`config.mk`:
```
export PLATFORM = sky130hd
export DESIGN_NAME = pwm_tristate_decoder
export DESIGN_NICKNAME = d
export VERILOG_FILES = /design/src/rtl/pwm_tristate_pkg.sv /design/src/rtl/pwm_zone_classify.sv /design/src/rtl/pwm_level_track.sv /design/src/rtl/pwm_holdoff_timer.sv /design/src/rtl/pwm_tristate_decoder.sv
export SDC_FILE = /design/constraint.sdc
export NUM_CORES = 1
export LEC_CHECK = 0
export BUFFER_PORTS_ARGS = -buffer_cell sky130_fd_sc_hd__buf_4
export CORE_MARGIN = 2
export CORE_UTILIZATION = 30
export CTS_CLUSTER_DIAMETER = 40
export DETAILED_ROUTE_END_ITERATION = 10
export GPL_ROUTABILITY_DRIVEN = 0
export PLACE_DENSITY = 0.48
export SLEW_MARGIN = 40
export SYNTH_ARGS = -nofsm -noshare
export SYNTH_HDL_FRONTEND = slang
export SYNTH_HIERARCHICAL = 1
export SYNTH_SLANG_ARGS = --single-unit
```
`constraint.sdc`:
```
create_clock -name clk -period 2.4 [get_ports clk]
set_input_delay 0.48 -clock clk [delete_from_list [all_inputs] [get_ports clk]]
set_output_delay 0.48 -clock clk [all_outputs]
set_load 0.02 [all_outputs]
```
`src/rtl/pwm_tristate_pkg.sv`:
```
package pwm_tristate_pkg;
  // Encoding is {above_rise, below_fall}
  typedef enum logic [1:0] {
    ZONE_MID  = 2'b00,
    ZONE_LOW  = 2'b01,
    ZONE_HIGH = 2'b10,
    ZONE_BAD  = 2'b11
  } zone_t;
endpackage

```
`src/rtl/pwm_zone_classify.sv`:
```
module pwm_zone_classify
  import pwm_tristate_pkg::*;
(
  input  logic  above_rise,
  input  logic  below_fall,
  output zone_t zone
);
  always_comb begin
    unique case ({above_rise, below_fall})
      2'b10:   zone = ZONE_HIGH;
      2'b01:   zone = ZONE_LOW;
      2'b11:   zone = ZONE_BAD;
      default: zone = ZONE_MID;
    endcase
  end
endmodule

```
`src/rtl/pwm_level_track.sv`:
```
module pwm_level_track
  import pwm_tristate_pkg::*;
(
  input  logic  clk,
  input  logic  rst,
  input  zone_t zone,
  output logic  level
);
  always_ff @(posedge clk) begin
    if (rst) begin
      level <= 1'b0;
    end else begin
      case (zone)
        ZONE_HIGH: level <= 1'b1;
        ZONE_LOW:  level <= 1'b0;
        default:   level <= level;
      endcase
    end
  end

  AST_LEVEL_RISE: assert property (@(posedge clk) disable iff (rst)
    zone == ZONE_HIGH |=> level);
  AST_LEVEL_FALL: assert property (@(posedge clk) disable iff (rst)
    zone == ZONE_LOW |=> !level);
  AST_LEVEL_HOLD_MID: assert property (@(posedge clk) disable iff (rst)
    zone == ZONE_MID |=> $stable(level));
  AST_LEVEL_HOLD_BAD: assert property (@(posedge clk) disable iff (rst)
    zone == ZONE_BAD |=> $stable(level));
endmodule

```
`src/rtl/pwm_holdoff_timer.sv`:
```
module pwm_holdoff_timer
  import pwm_tristate_pkg::*;
#(
  parameter int HOLD_CYCLES = 23
) (
  input  logic  clk,
  input  logic  rst,
  input  zone_t zone,
  output logic  shut
);
  localparam int CW = (HOLD_CYCLES > 1) ? $clog2(HOLD_CYCLES) : 1;
  localparam logic [CW-1:0] LAST = CW'(HOLD_CYCLES - 1);

  logic [CW-1:0] cnt;

  always_ff @(posedge clk) begin
    if (rst) begin
      cnt  <= '0;
      shut <= 1'b0;
    end else begin
      case (zone)
        ZONE_MID: begin
          if (!shut) begin
            if (cnt == LAST) begin
              shut <= 1'b1;
              cnt  <= '0;
            end else begin
              cnt <= cnt + CW'(1);
            end
          end
        end
        ZONE_BAD: begin
          cnt <= '0;
        end
        default: begin
          cnt  <= '0;
          shut <= 1'b0;
        end
      endcase
    end
  end

  AST_CNT_BOUND: assert property (@(posedge clk) disable iff (rst)
    cnt <= LAST);
  AST_SHUT_NEEDS_MID: assert property (@(posedge clk) disable iff (rst)
    (!shut && zone != ZONE_MID) |=> !shut);
  AST_SHUT_CLEAR_EDGE: assert property (@(posedge clk) disable iff (rst)
    (zone == ZONE_HIGH || zone == ZONE_LOW) |=> (!shut && cnt == '0));
  AST_BAD_RESTART: assert property (@(posedge clk) disable iff (rst)
    zone == ZONE_BAD |=> (cnt == '0 && $stable(shut)));
  AST_SHUT_STAYS_MID: assert property (@(posedge clk) disable iff (rst)
    (shut && zone == ZONE_MID) |=> shut);
endmodule

```
`src/rtl/pwm_tristate_decoder.sv`:
```
module pwm_tristate_decoder
  import pwm_tristate_pkg::*;
#(
  parameter int HOLD_CYCLES = 23
) (
  input  logic clk,
  input  logic rst,
  input  logic above_rise,
  input  logic below_fall,
  output logic pwm_level,
  output logic shutdown_req
);
  zone_t zone;

  pwm_zone_classify u_classify (
    .above_rise (above_rise),
    .below_fall (below_fall),
    .zone       (zone)
  );

  pwm_level_track u_level (
    .clk   (clk),
    .rst   (rst),
    .zone  (zone),
    .level (pwm_level)
  );

  pwm_holdoff_timer #(.HOLD_CYCLES(HOLD_CYCLES)) u_holdoff (
    .clk  (clk),
    .rst  (rst),
    .zone (zone),
    .shut (shutdown_req)
  );

  AST_EXIT_SIDE_HIGH: assert property (@(posedge clk) disable iff (rst)
    (shutdown_req && above_rise && !below_fall) |=> (pwm_level && !shutdown_req));
  AST_EXIT_SIDE_LOW: assert property (@(posedge clk) disable iff (rst)
    (shutdown_req && below_fall && !above_rise) |=> (!pwm_level && !shutdown_req));
endmodule

```
Word level (Yosys, flattened, before mapping)
Index checks and enable logic that the tools add are counted.
{"block": "word_totals", "reg_bits": 7, "latch_bits": 0, "ram_bits": 0, "mem_bits_ro": 0, "in_bits": 4, "out_inout_bits": 2, "word_cells": 21, "memories": 0}
{"block": "op_classes", "add_sub_neg": 1, "mul": 0, "div_mod_pow": 0, "magnitude_cmp": 0, "eq_ne": 7, "shift": 0, "muxes": 6, "n_bitwise": 1, "n_reduce_logical": 3}
{"op": "2-bit equality test, second input constant", "n": 4}
{"op": "2-bit one-hot mux with 3 select lines", "n": 1}
{"op": "5-bit by 1-bit adder with 5-bit output, second input constant", "n": 1}
{"op": "5-bit equality test, second input constant", "n": 1}
{"op": "5-bit 2-to-1 mux", "n": 1}
{"op": "2-bit by 1-bit equality test with 1-bit output, second input constant", "n": 2}
{"op": "1-bit one-hot mux with 2 select lines", "n": 2}
{"op": "2-bit zero test", "n": 1}
{"op": "1-bit 2-to-1 mux", "n": 2}
{"op": "2-bit nonzero test", "n": 1}
{"op": "2-bit OR reduction", "n": 1}
{"op": "1-bit NOT", "n": 1}

Depth between registers and ports, before layout
{"block": "logic_depth", "depth_word": 5, "depth_mapped": 5, "ltp_nobuf": 5}

Cells and area by module
The synthesis kept the hierarchy.
{"mod": "pwm_holdoff_timer", "n_inst": 1, "cells_per_inst": 39, "area_per_inst_um2": 329.1, "seq_area_each_um2": 120.1}
{"mod": "pwm_level_track", "n_inst": 1, "cells_per_inst": 6, "area_per_inst_um2": 55.1, "seq_area_each_um2": 20.0}
{"mod": "pwm_zone_classify", "n_inst": 1, "cells_per_inst": 2, "area_per_inst_um2": 7.5, "seq_area_each_um2": 0.0}

Worst setup path after synthesis
No wires, ideal clock.
{"block": "synth_path", "path_kind": "input -> register", "start": "in above_rise", "end": "reg u_level.level", "setup_time_ns": 0.066, "arrival_ns": 1.291, "required_time_ns": 2.334, "path_slack_ns": 1.043, "path_stages": 5, "n_path_buf": 1, "cell_sequence": "clkbuf_1 > inv_1 > ha_1 > or2_1 > a21oi_2"}
{"block": "synth_between", "elab_chain_cells": 4, "elab_cells_between_ends": 8, "classes_between": "eq/ne (5); mux (2); reduce/logical (1)"}
{"element": "from (decl)", "line": "pwm_tristate_decoder.sv:8", "rtl": "input logic above_rise,"}
{"element": "2-bit equality test or 2-bit by 1-bit equality test with 1-bit output (tied branches)", "line": "pwm_zone_classify.sv:9", "rtl": "unique case ({above_rise, below_fall})"}
{"element": "2-bit one-hot mux with 3 select lines *", "line": "pwm_zone_classify.sv:9"}
{"element": "2-bit by 1-bit equality test with 1-bit output or 2-bit equality test (tied branches)", "line": "pwm_level_track.sv:13", "rtl": "case (zone)"}
{"element": "1-bit one-hot mux with 2 select lines or 2-bit nonzero test (tied branches)"}
{"element": "to (signal assigned)", "line": "pwm_level_track.sv:16", "rtl": "default: level <= level;"}
{"element": "to (decl)", "line": "pwm_level_track.sv:7", "rtl": "output logic level"}
Every way passes the cells marked *; elsewhere a longest branch is shown, timed or not.
A chain may end at the register's enable or synchronous reset.

Final worst setup path
{"block": "layout_path", "start": "reg u_holdoff.shut", "end": "out shutdown_req"}
{"element": "from (decl)", "line": "pwm_holdoff_timer.sv:9", "rtl": "output logic shut"}
{"element": "from (signal assigned)", "line": "pwm_holdoff_timer.sv:19", "rtl": "shut <= 1'b0;"}
{"element": "from (signal assigned)", "line": "pwm_holdoff_timer.sv:25", "rtl": "shut <= 1'b1;"}
{"element": "from (signal assigned)", "line": "pwm_holdoff_timer.sv:37", "rtl": "shut <= 1'b0;"}
{"element": "to (decl)", "line": "pwm_tristate_decoder.sv:11", "rtl": "output logic shutdown_req"}
No word-level cell between the ends.

==> out/results.txt <==
core area - 0.001252 mm^2
H-tree depth - 1
All-Layer GR Usage - 12.27%
final hold violations - 0
# IOs - 6
Final min period - 1449 ps
Reg area - 140.1 um^2
Max Cap Viol - 0
worst skew pair latency - 250 ps
Die ar. - 0.001610 mm^2
die height - 40.13 um
CTS root buf - clkbuf_4
Remaining DRCs - 0
vias - 329
Worst EP required - 1920 ps
# nets final - 61
clock-pin slew on the worst setup and hold paths - 50 ps
CP delay by family, top - flip-flops
first-pass GRT wire length - 1242 um
Hold Startpoint - rst
max-slew violation count - 0
drt pass-1 iters - 2
Pwr Density - 549.0 mW/mm^2
Layout Skew - 1.969 ps
Final ANT Viol Nets - 0
Crit Path Max Fanout - 11
dpl hpwl - 524.2 um
multi-input logic area - 231.5 um^2
CTS tree - built
Area Growth Syn to Fin - 17.89%
Clock Path Buffers - 2
CP Launch Type - flip-flop
CP cell instances - buf_4
setup bufs post-CTS - 0
critical path type - reg -> out
global route total overflow - 0
Crit. Startpoint - u_holdoff/shut
syn nets - 54
EDFF count, synth - 0
Filler cells - 133
row count - 13
final setup fails - 0
Via density - 4.838
DR WL/cell - 10.65 um
TritonCTS Sinks - 7
Primary FF master, synth - dfxtp_1
final worst path period share - 60.36%
Post-Syn Area - 391.6 um^2
port bufs - 5
Critical Path AT - 970 ps
Yosys warnings - 6
hold crit path type - in -> reg
critical path's largest stage delay - 510 ps
antenna fix cells - 0
Die Wd - 40.13 um
Max Freq - 690.3 MHz
CP Capture Type - primary output
Unique masters post-synth - 20
relative slew slack - 78.32%
Post-CTS Hold Buffers - 0
Buf+Inv Stages, Crit Path - 1
vias in the first global route - 304
post-cts resize count - 0
sequential area share after synthesis - 35.78%
pin count of the biggest net entering global routing - 12
synthesized area per cell - 8.332 um^2
RR Startpoint - u_holdoff/cnt[0]
Initial Util - 31.27%
fin util - 36.86%
status - finished, final reports clean
LEAKAGE - 0.1735 nW
Sum Neg Setup Slack - 0 ps
Critical-path top delay cell - dfxtp_1
ys async rst share - 0%
final WL - 724 um
RSZ-0062 raised after global routing - false
DRT iter0 DRCs - 2
Final Power - 253.5 uW
Seq cells post-synth - 7
initial antenna violation count - 0
Max VDD drop - 0.3107 mV
cts bufs inserted - 3
Syn Inst Count - 47
share of cells above drive strength 1 - 20.75%
Least-Margin Pin Slew - 324.8 ps
==> state kept, by name (all words and copies together) (netlist names) <==
name / cells
u_holdoff/cnt: 5
u_holdoff/shut: 1
u_level/level: 1
==> per-layer routing <==
| layer | wire (um) | vias to the layer above | GRT usage [%] |
|---|---|---|---|
| met4 | 25 | 0 | 12.93 |
| met3 | 16 | 4 | 1.667 |
| met1 | 337 | 148 | 13.18 |
| li1 | - | 173 | - |
| met2 | 345 | 4 | 19.76 |
| met5 | 0 | - | 0 |
==> power by group <==
| group | internal [mW] | total (mW) | switching, mW |
|---|---|---|---|
| Clock | 0.0637 | 0.111 | 0.0476 |
| Sequential | 0.119 | 0.120 | 0.00176 |
| Combinational | 0.0109 | 0.0217 | 0.0108 |
==> final cells by class <==
class | instances | area share [%]
multi-input combinational | 35 | 50.14
tap | 15 | 4.065
sequential | 7 | 30.35
clock buffer | 4 | 5.691
inverter | 2 | 1.626
timing repair buffer | 5 | 8.130
==> cells in the mapped netlist, types with 2 or more instances <==
| cell type | number | area (um^2) |
|---|---|---|
| or3_1 | 4 | 25.02 |
| ha_1 | 3 | 37.54 |
| inv_1 | 2 | 7.510 |
| nor2_1 | 3 | 11.26 |
| o21ai_0 | 3 | 15.01 |
| nand2_1 | 5 | 18.77 |
| nor2b_1 | 2 | 12.51 |
| dfxtp_1 | 7 | 140.1 |
| clkbuf_1 | 2 | 7.510 |
| a21oi_2 | 2 | 17.52 |
| a21oi_1 | 5 | 25.02 |
==> cell families after synthesis <==
group / after synthesis / synth area share [%]
simple gates: 20 / 30.67
compound gates: 11 / 16.61
flops: 7 / 35.78
buf+inv: 5 / 5.112
fa+ha+maj: 3 / 9.586
xor+xnor: 1 / 2.237
==> metrics by stage <==
stage               cell area, um^2  setup WS, ps  hold slack [ps]  cells
CTS                           461.7         923.1            379.2     68
global placement              435.4          1006            445.3     64
detailed placement            435.4         977.1            452.6     64
global route                  461.7         897.4            386.5     68
floorplan                     391.6          1043            472.5     47
finish                        461.7         951.3            389.2     68
==> layout by cell type (no fill, tap or decap), types with 2 or more instances in the layout <==
master    n
dfxtp_1   7
nor2b_1   2
inv_1     2
buf_4     5
o21ai_0   3
nor2_1    3
a21oi_2   2
ha_1      3
a21oi_1   5
or3_1     4
nand2_1   5
clkbuf_4  3
==> worst paths after layout <==
kind | to | slack (ps) | depth (start not counted)
setup / recovery | shutdown_req | 950 | 1
setup reg to reg | u_holdoff/cnt[3] | 970 | 5
hold / removal | u_level/level | 390 | 2
hold reg to reg | u_level/level | 460 | 2
No activity file was read; power rests on OpenSTA's default activity.
